==> config.mk <==
export PLATFORM = sky130hd
export DESIGN_NAME = hz_ctl
export DESIGN_NICKNAME = d
export VERILOG_FILES = /design/src/rtl/hz_pkg.sv /design/src/rtl/hz_src_fwd.sv /design/src/rtl/hz_interlock.sv /design/src/rtl/hz_ctl.sv
export SDC_FILE = /design/constraint.sdc
export NUM_CORES = 1
export LEC_CHECK = 0
export ABC_AREA = 1
export BUFFER_PORTS_ARGS = -buffer_cell sky130_fd_sc_hd__buf_4
export CAP_MARGIN = 20
export CORE_MARGIN = 4
export CORE_UTILIZATION = 35
export DETAILED_ROUTE_END_ITERATION = 16
export PLACE_DENSITY = 0.65
export SLEW_MARGIN = 20
export SYNTH_ARGS = -nofsm -noshare
export SYNTH_HDL_FRONTEND = slang
export SYNTH_HIERARCHICAL = 1
export SYNTH_SLANG_ARGS = --single-unit
==> constraint.sdc <==
create_clock -name clk -period 1.08 [get_ports clk]
set_clock_uncertainty 0.15 [all_clocks]
set_input_delay 0 -clock clk [delete_from_list [all_inputs] [get_ports clk]]
set_output_delay 0 -clock clk [all_outputs]
set_load 0.02 [all_outputs]
==> src/rtl/hz_pkg.sv <==
package hz_pkg;
   typedef enum logic [1:0] {
      CL_ALU    = 2'd0,
      CL_LOAD   = 2'd1,
      CL_STORE  = 2'd2,
      CL_BRANCH = 2'd3
   } cls_e;

   localparam logic [1:0] FWD_RF  = 2'd0;
   localparam logic [1:0] FWD_EXM = 2'd1;
   localparam logic [1:0] FWD_MWB = 2'd2;

   localparam int N_SRC = 2;
endpackage

==> src/rtl/hz_src_fwd.sv <==
module hz_src_fwd
   import hz_pkg::*;
#(
   parameter int REG_W  = 5,
   parameter int BYPASS = 1
) (
   input  logic             id_valid,
   input  logic [REG_W-1:0] src,
   input  logic             use_i,
   input  logic             ex_valid,
   input  logic             ex_we,
   input  logic             ex_load,
   input  logic [REG_W-1:0] ex_rd,
   input  logic             mem_valid,
   input  logic             mem_we,
   input  logic [REG_W-1:0] mem_rd,
   output logic             hit_ex,
   output logic             hit_mem,
   output logic [1:0]       sel
);
   localparam bit FWD_ON = (BYPASS != 0);

   logic src_live;
   assign src_live = id_valid && use_i && (src != '0);
   assign hit_ex   = src_live && ex_valid && ex_we && (ex_rd == src);
   assign hit_mem  = src_live && mem_valid && mem_we && (mem_rd == src);

   // nearest stage is tested first, so the youngest writer wins
   always_comb begin
      sel = FWD_RF;
      if (FWD_ON) begin
         if (hit_ex)
            sel = ex_load ? FWD_RF : FWD_EXM;
         else if (hit_mem)
            sel = FWD_MWB;
      end
   end
endmodule

==> src/rtl/hz_interlock.sv <==
module hz_interlock
   import hz_pkg::*;
#(
   parameter int BYPASS  = 1,
   parameter int UNIFIED = 0
) (
   input  logic [N_SRC-1:0] hit_ex,
   input  logic [N_SRC-1:0] hit_mem,
   input  logic             ex_load,
   input  logic             id_store,
   input  logic             mem_valid,
   input  logic [1:0]       mem_cls,
   output logic             stall,
   output logic             conflict
);
   localparam bit FWD_ON = (BYPASS != 0);
   localparam bit ONE_PORT = (UNIFIED != 0);

   logic st_fwd, st_lock, mem_access;

   // with forwarding only a load one ahead blocks; store data is exempt
   assign st_fwd  = ex_load && (hit_ex[0] || (hit_ex[1] && !id_store));
   assign st_lock = (|hit_ex) || (|hit_mem);
   assign stall   = FWD_ON ? st_fwd : st_lock;

   assign mem_access = mem_valid &&
                       ((mem_cls == CL_LOAD) || (mem_cls == CL_STORE));
   assign conflict   = ONE_PORT && mem_access;
endmodule

==> src/rtl/hz_ctl.sv <==
module hz_ctl
   import hz_pkg::*;
#(
   parameter int REG_W   = 5,
   parameter int BYPASS  = 1,
   parameter int UNIFIED = 0
) (
   input  logic             clk,
   input  logic             rst_n,
   input  logic             id_valid,
   input  logic [1:0]       id_cls,
   input  logic [REG_W-1:0] id_rs1,
   input  logic [REG_W-1:0] id_rs2,
   input  logic             id_use1,
   input  logic             id_use2,
   input  logic             ex_valid,
   input  logic             ex_we,
   input  logic [1:0]       ex_cls,
   input  logic [REG_W-1:0] ex_rd,
   input  logic             mem_valid,
   input  logic             mem_we,
   input  logic [1:0]       mem_cls,
   input  logic [REG_W-1:0] mem_rd,
   output logic             stall,
   output logic             bubble_ex,
   output logic             fetch_hold,
   output logic             bubble_id,
   output logic [1:0]       fwd_a,
   output logic [1:0]       fwd_b,
   output logic             fwd_sd
);
   localparam bit FWD_ON = (BYPASS != 0);

   if (REG_W < 2 || REG_W > 8) begin : g_bad_regw
      $error("hz_ctl: REG_W must lie in 2..8");
   end
   if (BYPASS < 0 || BYPASS > 1) begin : g_bad_byp
      $error("hz_ctl: BYPASS must be 0 or 1");
   end
   if (UNIFIED < 0 || UNIFIED > 1) begin : g_bad_uni
      $error("hz_ctl: UNIFIED must be 0 or 1");
   end

   logic [REG_W-1:0] src_v [N_SRC];
   logic [N_SRC-1:0] use_v;
   logic [N_SRC-1:0] hit_ex_v, hit_mem_v;
   logic [1:0]       sel_v [N_SRC];
   logic             ex_load, id_store, conflict, sd_d;
   logic [1:0]       fa_q, fb_q;
   logic             sd_ex_q, sd_mem_q;

   assign src_v[0] = id_rs1;
   assign src_v[1] = id_rs2;
   assign use_v    = {id_use2, id_use1};
   assign ex_load  = (ex_cls == CL_LOAD);
   assign id_store = (id_cls == CL_STORE);

   for (genvar i = 0; i < N_SRC; i++) begin : g_src
      hz_src_fwd #(.REG_W(REG_W), .BYPASS(BYPASS)) u_fwd (
         .id_valid (id_valid),
         .src      (src_v[i]),
         .use_i    (use_v[i]),
         .ex_valid (ex_valid),
         .ex_we    (ex_we),
         .ex_load  (ex_load),
         .ex_rd    (ex_rd),
         .mem_valid(mem_valid),
         .mem_we   (mem_we),
         .mem_rd   (mem_rd),
         .hit_ex   (hit_ex_v[i]),
         .hit_mem  (hit_mem_v[i]),
         .sel      (sel_v[i])
      );
   end

   hz_interlock #(.BYPASS(BYPASS), .UNIFIED(UNIFIED)) u_lock (
      .hit_ex   (hit_ex_v),
      .hit_mem  (hit_mem_v),
      .ex_load  (ex_load),
      .id_store (id_store),
      .mem_valid(mem_valid),
      .mem_cls  (mem_cls),
      .stall    (stall),
      .conflict (conflict)
   );

   // loaded value reaches a store's data input from the write-back latch
   assign sd_d = FWD_ON && id_store && hit_ex_v[1] && ex_load;

   always_ff @(posedge clk or negedge rst_n) begin
      if (!rst_n) begin
         fa_q     <= FWD_RF;
         fb_q     <= FWD_RF;
         sd_ex_q  <= 1'b0;
         sd_mem_q <= 1'b0;
      end else begin
         if (stall || !id_valid) begin
            fa_q    <= FWD_RF;
            fb_q    <= FWD_RF;
            sd_ex_q <= 1'b0;
         end else begin
            fa_q    <= sel_v[0];
            fb_q    <= sel_v[1];
            sd_ex_q <= sd_d;
         end
         sd_mem_q <= sd_ex_q;
      end
   end

   assign bubble_ex  = stall;
   assign fetch_hold = stall || conflict;
   assign bubble_id  = conflict && !stall;
   assign fwd_a      = fa_q;
   assign fwd_b      = fb_q;
   assign fwd_sd     = sd_mem_q;
endmodule

; ---- Word-level counts from Yosys, hierarchy flattened
; Cells that the tools add are included.
[word_totals]
latchBits = 0
rom_bits = 0
out_inout_bits = 9
word_cells = 44
reg_bits = 6
ramBits = 0
mem_count = 0
input_bits = 35
[op_classes]
n_mux = 8
n_reduce_logical = 26
n_shift = 0
order_cmp = 0
eq_ne = 6
div_mod_pow = 0
addsub = 0
n_bitwise = 0
multipliers = 0
[op_table]
columns = cell, count
row1 = $eq 5x5->1, 4
row2 = $logic_and 1x1->1, 20
row3 = $mux 2, 6
row4 = $reduce_bool 5->1, 2
row5 = $eq 2x1->1 const B, 1
row6 = $eq 2x2->1 const B, 1
row7 = $logic_not 1->1, 2
row8 = $logic_or 1x1->1, 2
row9 = $mux 1, 2

; ---- Longest topological paths before layout
; Gate-level depths: netlist (run 1).
[logic_depth]
word_depth = 10
mapped_depth = 11
mapped_depth_nobuf = 11

; ---- Hierarchy
; Netlist (run 1), hierarchy kept.
[by_module_without_submodules]
columns = module, seq_area_each_um2, n_inst, cells_each, area_per_inst_um2
row1 = hz_src_fwd, 0.0, 2, 61, 265.3
row2 = hz_ctl, 150.1, 1, 28, 247.7
row3 = hz_interlock, 0.0, 1, 7, 35.0

; ---- Worst setup path after synthesis (run 1)
; OpenSTA, ideal clock, no wires.
[synth_timing]
kind = in2reg
start = input ex_we
end = register fa_q[0] (netlist: fwd_a[0])
t_required_ns = 0.816
path_slack_ns = -0.220
path_buffers = 0
stages = 11
setup_time_ns = 0.114
t_arrival_ns = 1.036
cell_sequence = nand2_1 > inv_1 > nand2_1 > nor2_2 > nand3_2 > nor2_2 > nand2_1 > a21oi_2 > nor2_2 > inv_2 > nor2_1
[synth_between]
elab_chain_len = 7
elab_cells_between_ends = 10
cone_classes = mux (2) / reduce/logical (8)
[synth_lines]
columns = item, line_no
row1 = "start, declared", hz_ctl.sv:17  ; input logic ex_we,
row2 = $logic_and 1x1->1 (2 in a row), hz_src_fwd.sv:25  ; assign hit_ex = src_live && ex_valid && ex_we && (ex_rd == src);
row3 = named net hit_ex_v[1], hz_ctl.sv:46  ; logic [N_SRC-1:0] hit_ex_v, hit_mem_v;
row4 = $logic_and 1x1->1, hz_interlock.sv:22  ; assign st_fwd = ex_load && (hit_ex[0] || (hit_ex[1] && !id_store));
row5 = $logic_or 1x1->1, hz_interlock.sv:22
row6 = $logic_and 1x1->1, hz_interlock.sv:22
row7 = named net bubble_ex, hz_ctl.sv:25  ; output logic bubble_ex,
row8 = $logic_or 1x1->1, hz_ctl.sv:97  ; if (stall || !id_valid) begin
row9 = $mux 2, hz_ctl.sv:97
row10 = "end signal, assigned", hz_ctl.sv:102  ; fa_q <= sel_v[0];
row11 = "end, declared", hz_ctl.sv:49  ; logic [1:0] fa_q, fb_q;
; The timed path passes the listed nets, and every way through them passes these cells.

; ---- Final worst setup path (run 1)
[layout_timing]
start = input ex_valid
end = output fetch_hold
[layout_between]
elab_chain_len = 6
elab_cells_between_ends = 9
cone_classes = reduce/logical (9)
[layout_lines]
columns = item, line_no
row1 = "start, declared", hz_ctl.sv:16  ; input logic ex_valid,
row2 = $logic_and 1x1->1 (3 in a row), hz_src_fwd.sv:25
row3 = named net hit_ex_v[1], hz_ctl.sv:46
row4 = $logic_and 1x1->1, hz_interlock.sv:22
row5 = $logic_or 1x1->1, hz_interlock.sv:22
row6 = $logic_and 1x1->1, hz_interlock.sv:22
row7 = "end, declared", hz_ctl.sv:26  ; output logic fetch_hold,
; The timed path passes the listed nets, and every way through them passes these cells.

==> impl_metrics.env, run 1 <==
export IMPL_clk_root_buffer_cell="clkbuf_4"
export IMPL_critPathMaxFanout=3
export IMPL_leakage_uw=0.0009165
export IMPL_antenna_cells=0
export IMPL_areaGrowthSynthToFinish_pct=98.60
export IMPL_yosys_warnings=6
export IMPL_detail_route_antenna_nets=0
export IMPL_cts_sinks=6
export IMPL_cp_slowest_cell="a21oi_4"
export IMPL_path_cells="buf_6, nand2_2, inv_2, nand2_2, nor2_2, nand3_2, nor2_4, nand2_2, a21oi_4, or2_4, buf_6"
export IMPL_cts_tree="built"
export IMPL_placeableCoreArea_um2=2212
export IMPL_worstPathRequired_ns=0.93
export IMPL_min_period_ns=1.260
export IMPL_dp_hpwl_mm=1.908
export IMPL_critPathLaunchType="input port"
export IMPL_die_w_um=55.98
export IMPL_drv_cap=0
export IMPL_rsz0062_at_grt="yes"
export IMPL_hp_class="input port to register"
export IMPL_postLayoutCoreUtil=0.7234
export IMPL_p_seq_frac=0.261
export IMPL_rows=17
export IMPL_numCtsBuffers=3
export IMPL_violations="setup timing"
export IMPL_final_cells=254
export IMPL_first_iter_violations=15
export IMPL_routedWlPerCell_um=11.57
export IMPL_fin_ws_ns=-0.1804
export IMPL_power_density_nw_per_um2=540.2
export IMPL_route_detailed_drc=0
export IMPL_cts_path_max_buffers=2
export IMPL_routed_via_density=4.398
export IMPL_die_y_um=55.98
export IMPL_r2r_cells=0
export IMPL_drt_pass1_iter_count=4
export IMPL_synth_fp_nets=190
export IMPL_peakVddDrop_mv=0.5416
export IMPL_min_path_cells=8
export IMPL_place_gp_congestion=0.8361
export IMPL_grtUsageTotal=0.1646
export IMPL_final_max_slew_viol_count=0
export IMPL_n_fill_cell=181
export IMPL_post_route_period_util=1.167
export IMPL_clkPwrFrac=0.224
export IMPL_clk_pin_slew_ns=0.04
export IMPL_swShare=0.3207
export IMPL_final_area_um2=1600
export IMPL_final_hold_violation_count=0
export IMPL_total_power_uw=864.4
export IMPL_dp_cells=236
export IMPL_p_int_uw=587.2
export IMPL_grt_start_max_net_pins=7
export IMPL_port_buffers=40
export IMPL_h_tree_depth=1
export IMPL_synthesis_instances=155
export IMPL_io_pin_count=44
export IMPL_vias=1117
export IMPL_drt_wl_total_mm=2.939
export IMPL_combPwrFrac=0.515
export IMPL_start_util=0.3643
export IMPL_grt_pass1_vias=1094
export IMPL_grt_overflow=0
export IMPL_grt_pass1_wl_mm=4.250
export IMPL_cp_arrival_ns=1.11
export IMPL_cpPeakStageDelay_ns=0.19
export IMPL_max_freq_ghz=0.7934
export IMPL_tns_ns=-1.141
export IMPL_die_area_um2=3134
export IMPL_outcome="finished with violations"
export IMPL_post_dp_cell_area_um2=1274
export IMPL_finalSetupViolations=8
export IMPL_p_sw_uw=277.3
export IMPL_antenna_found_initial=0
export IMPL_netlist_area_um2=805.8
export IMPL_fin_nets=263
export IMPL_drive_gt1_frac=0.5575
export IMPL_setup_worst_path_end_class="output port"
export IMPL_syn_avg_cell_area_um2=5.199
export IMPL_cp_common_cell="nand2_2"
export IMPL_insertion_delay_ns=0.23
export IMPL_critPathKind="input port to output port"
cells in the final DEF, fill, tap and decap left out:
cell,instances
a21oi_2,2
nand3_2,2
a21oi_4,1
inv_8,2
inv_2,18
or2_4,1
clkbuf_4,3
nand3_1,5
buf_8,6
inv_4,1
nor2_4,3
inv_1,25
nor2_2,9
nand3_4,1
buf_12,1
nand2_2,18
nor3_1,2
nand2_1,33
xor2_1,4
dlygate4sd3_1,6
dfrtp_1,6
nand3b_1,1
buf_6,11
nand2_4,1
buf_4,46
conb_1,1
nor2_1,17
cell type report:
cell class,instances,area (um^2),area share
clock buffers,3,22.52,0.01407
inverters,46,190.2,0.1188
multi-input cells,101,563.0,0.3518
flip-flops and latches,6,150.1,0.09382
well taps,28,35.03,0.02189
repair buffers,70,639.4,0.3995
critical path, delay by kind of cell:
| kind | cells | cell delay (ns) |
|---|---|---|
| and+or+nand+nor | 7 | 0.68 |
| AOI/OAI and AO/OA | 1 | 0.19 |
| buffers and inverters | 3 | 0.24 |
sequential cells by signal, summed over array words and instances (netlist names):
register and cells:
fwd_a 2, fwd_b 2, fwd_sd 1, sd_ex_q 1
per-layer routing:
metal	GRT usage	part of all wire
met1	0.1818	0.38
met2	0.3155	0.55
met3	0.03248	0.058
met4	0.04068	0.020
met5	0	0
timing repair:
action                                 4_1_cts  5_1_grt
resized for setup                           29       33
setup buffers                                9        2
hold buffers                                 6        1
pin swaps                                   19       24
setup endpoints to repair                    4       14
endpoints found under the hold margin       11        6
through the flow:
stage	hold slack, ns	worst slack, ns
detailed placement	-0.3414	-0.2417
finish	0.09931	-0.1804
CTS	0.08404	-0.1382
floorplan	-0.4456	-0.1219
global route	0.1493	-0.2414
global placement	-0.3438	-0.2166
power by group through the flow:
stage / sequential [uW] / combinational [uW] / clock [uW]
after CTS: 226 / 393 / 193
after global placement: 229 / 335 / 0
after detailed placement: 229 / 338 / 0
after floorplan: 230 / 148 / 0
final: 226 / 445 / 193
after global routing: 226 / 483 / 212
final timing paths:
path | startpoint | to | slack (ns)
worst max-delay path | ex_valid | fetch_hold | -0.18
worst min-delay path | mem_rd[0] | fwd_a[1] | 0.1
worst max register to register | sd_ex_q | fwd_sd | 0.47
worst min register to register | sd_ex_q | fwd_sd | 0.20
max in group asynchronous | rst_n | fwd_sd | 0.18
min in group asynchronous | rst_n | fwd_b[1] | 0.49
Note: power is estimated with default switching activity, not from simulation.
==> run 2, diff against run 1 <==
==> constraint.sdc (replaced) <==
create_clock -name clk -period 1.08 [get_ports clk]
set_clock_uncertainty 0.15 [all_clocks]
set_input_delay 0.054 -clock clk [delete_from_list [all_inputs] [get_ports clk]]
set_output_delay 0.054 -clock clk [all_outputs]
set_load 0.02 [all_outputs]
==> impl_metrics.env, run 2 (synthesis gave the netlist of run 1 again) <==
export IMPL_outcome="finished with violations"
export IMPL_violations="setup timing"
export IMPL_first_iter_violations=15
export IMPL_cp_arrival_ns=1.09
export IMPL_final_hold_violation_count=0
export IMPL_r2r_cells=0
export IMPL_wl_met1_um=968
export IMPL_cp_startpoint="id_rs2[2]"
export IMPL_placeableCoreArea_um2=2212
export IMPL_swShare=0.3235
export IMPL_post_route_period_util=1.199
export IMPL_cts_sinks=6
export IMPL_die_y_um=55.98
export IMPL_vias=1075
export IMPL_start_util=0.3643
export IMPL_rr_startpoint="sd_ex_q"
export IMPL_clkPwrFrac=0.241
export IMPL_grtUsageTotal=0.1628
export IMPL_die_w_um=55.98
export IMPL_fin_nets=258
export IMPL_layout_common_cells="43 x buf_4, 37 x nand2_1, 27 x inv_1"
export IMPL_die_area_um2=3134
export IMPL_insertion_delay_ns=0.24
export IMPL_hp_class="input port to register"
export IMPL_antenna_found_initial=0
export IMPL_drt_pass1_iter_count=4
export IMPL_final_common_cell="buf_4"
export IMPL_grt_pass1_wl_mm=4.077
export IMPL_clk_pin_slew_ns=0.04
export IMPL_grt_start_max_net_pins=7
export IMPL_routedWlPerCell_um=10.35
export IMPL_h_tree_depth=1
export IMPL_p_int_uw=582.6
export IMPL_cts_path_max_buffers=2
export IMPL_drt_wl_total_mm=2.577
export IMPL_p_seq_frac=0.262
export IMPL_rows=17
export IMPL_drive_gt1_frac=0.5249
export IMPL_n_fill_cell=195
export IMPL_detail_route_antenna_nets=0
export IMPL_critPathMaxFanout=4
export IMPL_leakage_uw=0.0008860
export IMPL_routed_via_density=4.317
export IMPL_met3_length_um=148
export IMPL_numCtsBuffers=3
export IMPL_cts_tree="built"
export IMPL_place_gp_congestion=0.8177
export IMPL_met2_wirelength_mm=1.430
export IMPL_grt_overflow=0
export IMPL_drv_cap=0
export IMPL_combPwrFrac=0.496
export IMPL_crit_path_end="fetch_hold"
export IMPL_route_detailed_drc=0
export IMPL_r2r_slack_ns=0.47
export IMPL_dp_hpwl_mm=1.823
export IMPL_fin_ws_ns=-0.2144
export IMPL_tns_ns=-0.9633
export IMPL_port_buffers=40
export IMPL_max_freq_ghz=0.7725
export IMPL_min_period_ns=1.294
export IMPL_final_max_slew_viol_count=0
export IMPL_antenna_cells=0
export IMPL_hold_start="ex_cls[1]"
export IMPL_reg2reg_to="fwd_sd"
export IMPL_worstPathRequired_ns=0.88
export IMPL_critPathLaunchType="input port"
export IMPL_critPathKind="input port to output port"
export IMPL_areaGrowthSynthToFinish_pct=90.68
export IMPL_rsz0062_at_grt="yes"
export IMPL_grt_pass1_vias=1015
export IMPL_finalSetupViolations=8
export IMPL_clk_root_buffer_cell="clkbuf_4"
export IMPL_setup_worst_path_end_class="output port"
export IMPL_p_sw_uw=278.6
export IMPL_top_layer_used="met4"
export IMPL_power_density_nw_per_um2=560.5
export IMPL_peakVddDrop_mv=0.4280
export IMPL_io_pin_count=44
export IMPL_pre_cts_ws_ns=-0.3108
run 2: cell count changes in the layout (fill, tap and decap cells not counted), moves of 2 or more:
cell	before	now
nand2_1	33	37
nand2_2	18	14
buf_4	46	43
buf_8	6	4
inv_1	25	27
inv_2	18	16
nor2_2	9	11
nor2_4	3	1
run 2: power by group through the flow:
stage | Sequential [uW] | Clock, uW | Combinational [uW]
after floorplan | 230 | 0 | 148
after global placement | 229 | 0 | 335
after detailed placement | 229 | 0 | 337
after CTS | 226 | 213 | 388
after global routing | 226 | 218 | 467
final | 226 | 208 | 427
run 2: metrics by stage:
stage                     total power, uW  hold WS, ns    util  area (um^2)  std cells
after floorplan                     377.8      -0.3916       -        840.8        155
after global placement              563.8      -0.2905  0.5724         1266        235
after detailed placement            566.6      -0.2868  0.5724         1266        235
after CTS                           826.2      0.02789  0.6623         1465        249
after global routing                910.8      0.09050  0.6946         1536        249
final                               861.2      0.05475  0.6946         1536        249
run 2: what timing repair did:
action                     in CTS  in global routing
gates cloned                    0                  0
resized for setup              27                 26
pin swaps                      17                 19
setup endpoints to repair       8                  8
hold endpoints to repair        7                  0
buffers inserted                6                  0
hold buffers                    5                  0
run 2: worst max-delay path, cell delays in order:
cell and delay (ns):
buf_6 0.09, inv_2 0.03, nand2_1 0.06, nand2_2 0.05
nor2_2 0.11, nand3_2 0.10, nor2_4 0.11, nand2_2 0.07
a21oi_4 0.17, or2_4 0.14, buf_6 0.10
run 2: cell type report:
type / count / area (um^2) / share of cell area
well taps: 28 / 35.03 / 0.02280
multi-input cells: 101 / 541.8 / 0.3526
flip-flops and latches: 6 / 150.1 / 0.09772
repair buffers: 65 / 596.8 / 0.3884
inverters: 46 / 190.2 / 0.1238
clock buffers: 3 / 22.52 / 0.01466
run 2: routing by layer:
| layer | vias to the layer above | track usage |
|---|---|---|
| met5 | - | 0 |
| met3 | 3 | 0.02320 |
| met1 | 475 | 0.1697 |
| li1 | 566 | - |
| met4 | 0 | 0.06102 |
| met2 | 31 | 0.3205 |
run 2: how the worst min path moves through the flow:
stage | endpoint | slack, ns | depth (start not counted)
finish | sd_ex_q | 0.05 | 5
global route | sd_ex_q | 0.09 | 5
CTS | sd_ex_q | 0.03 | 5
detailed placement | fwd_a[1] | -0.29 | 1
global placement | fwd_a[1] | -0.29 | 1
floorplan | fwd_a[0] | -0.39 | 0
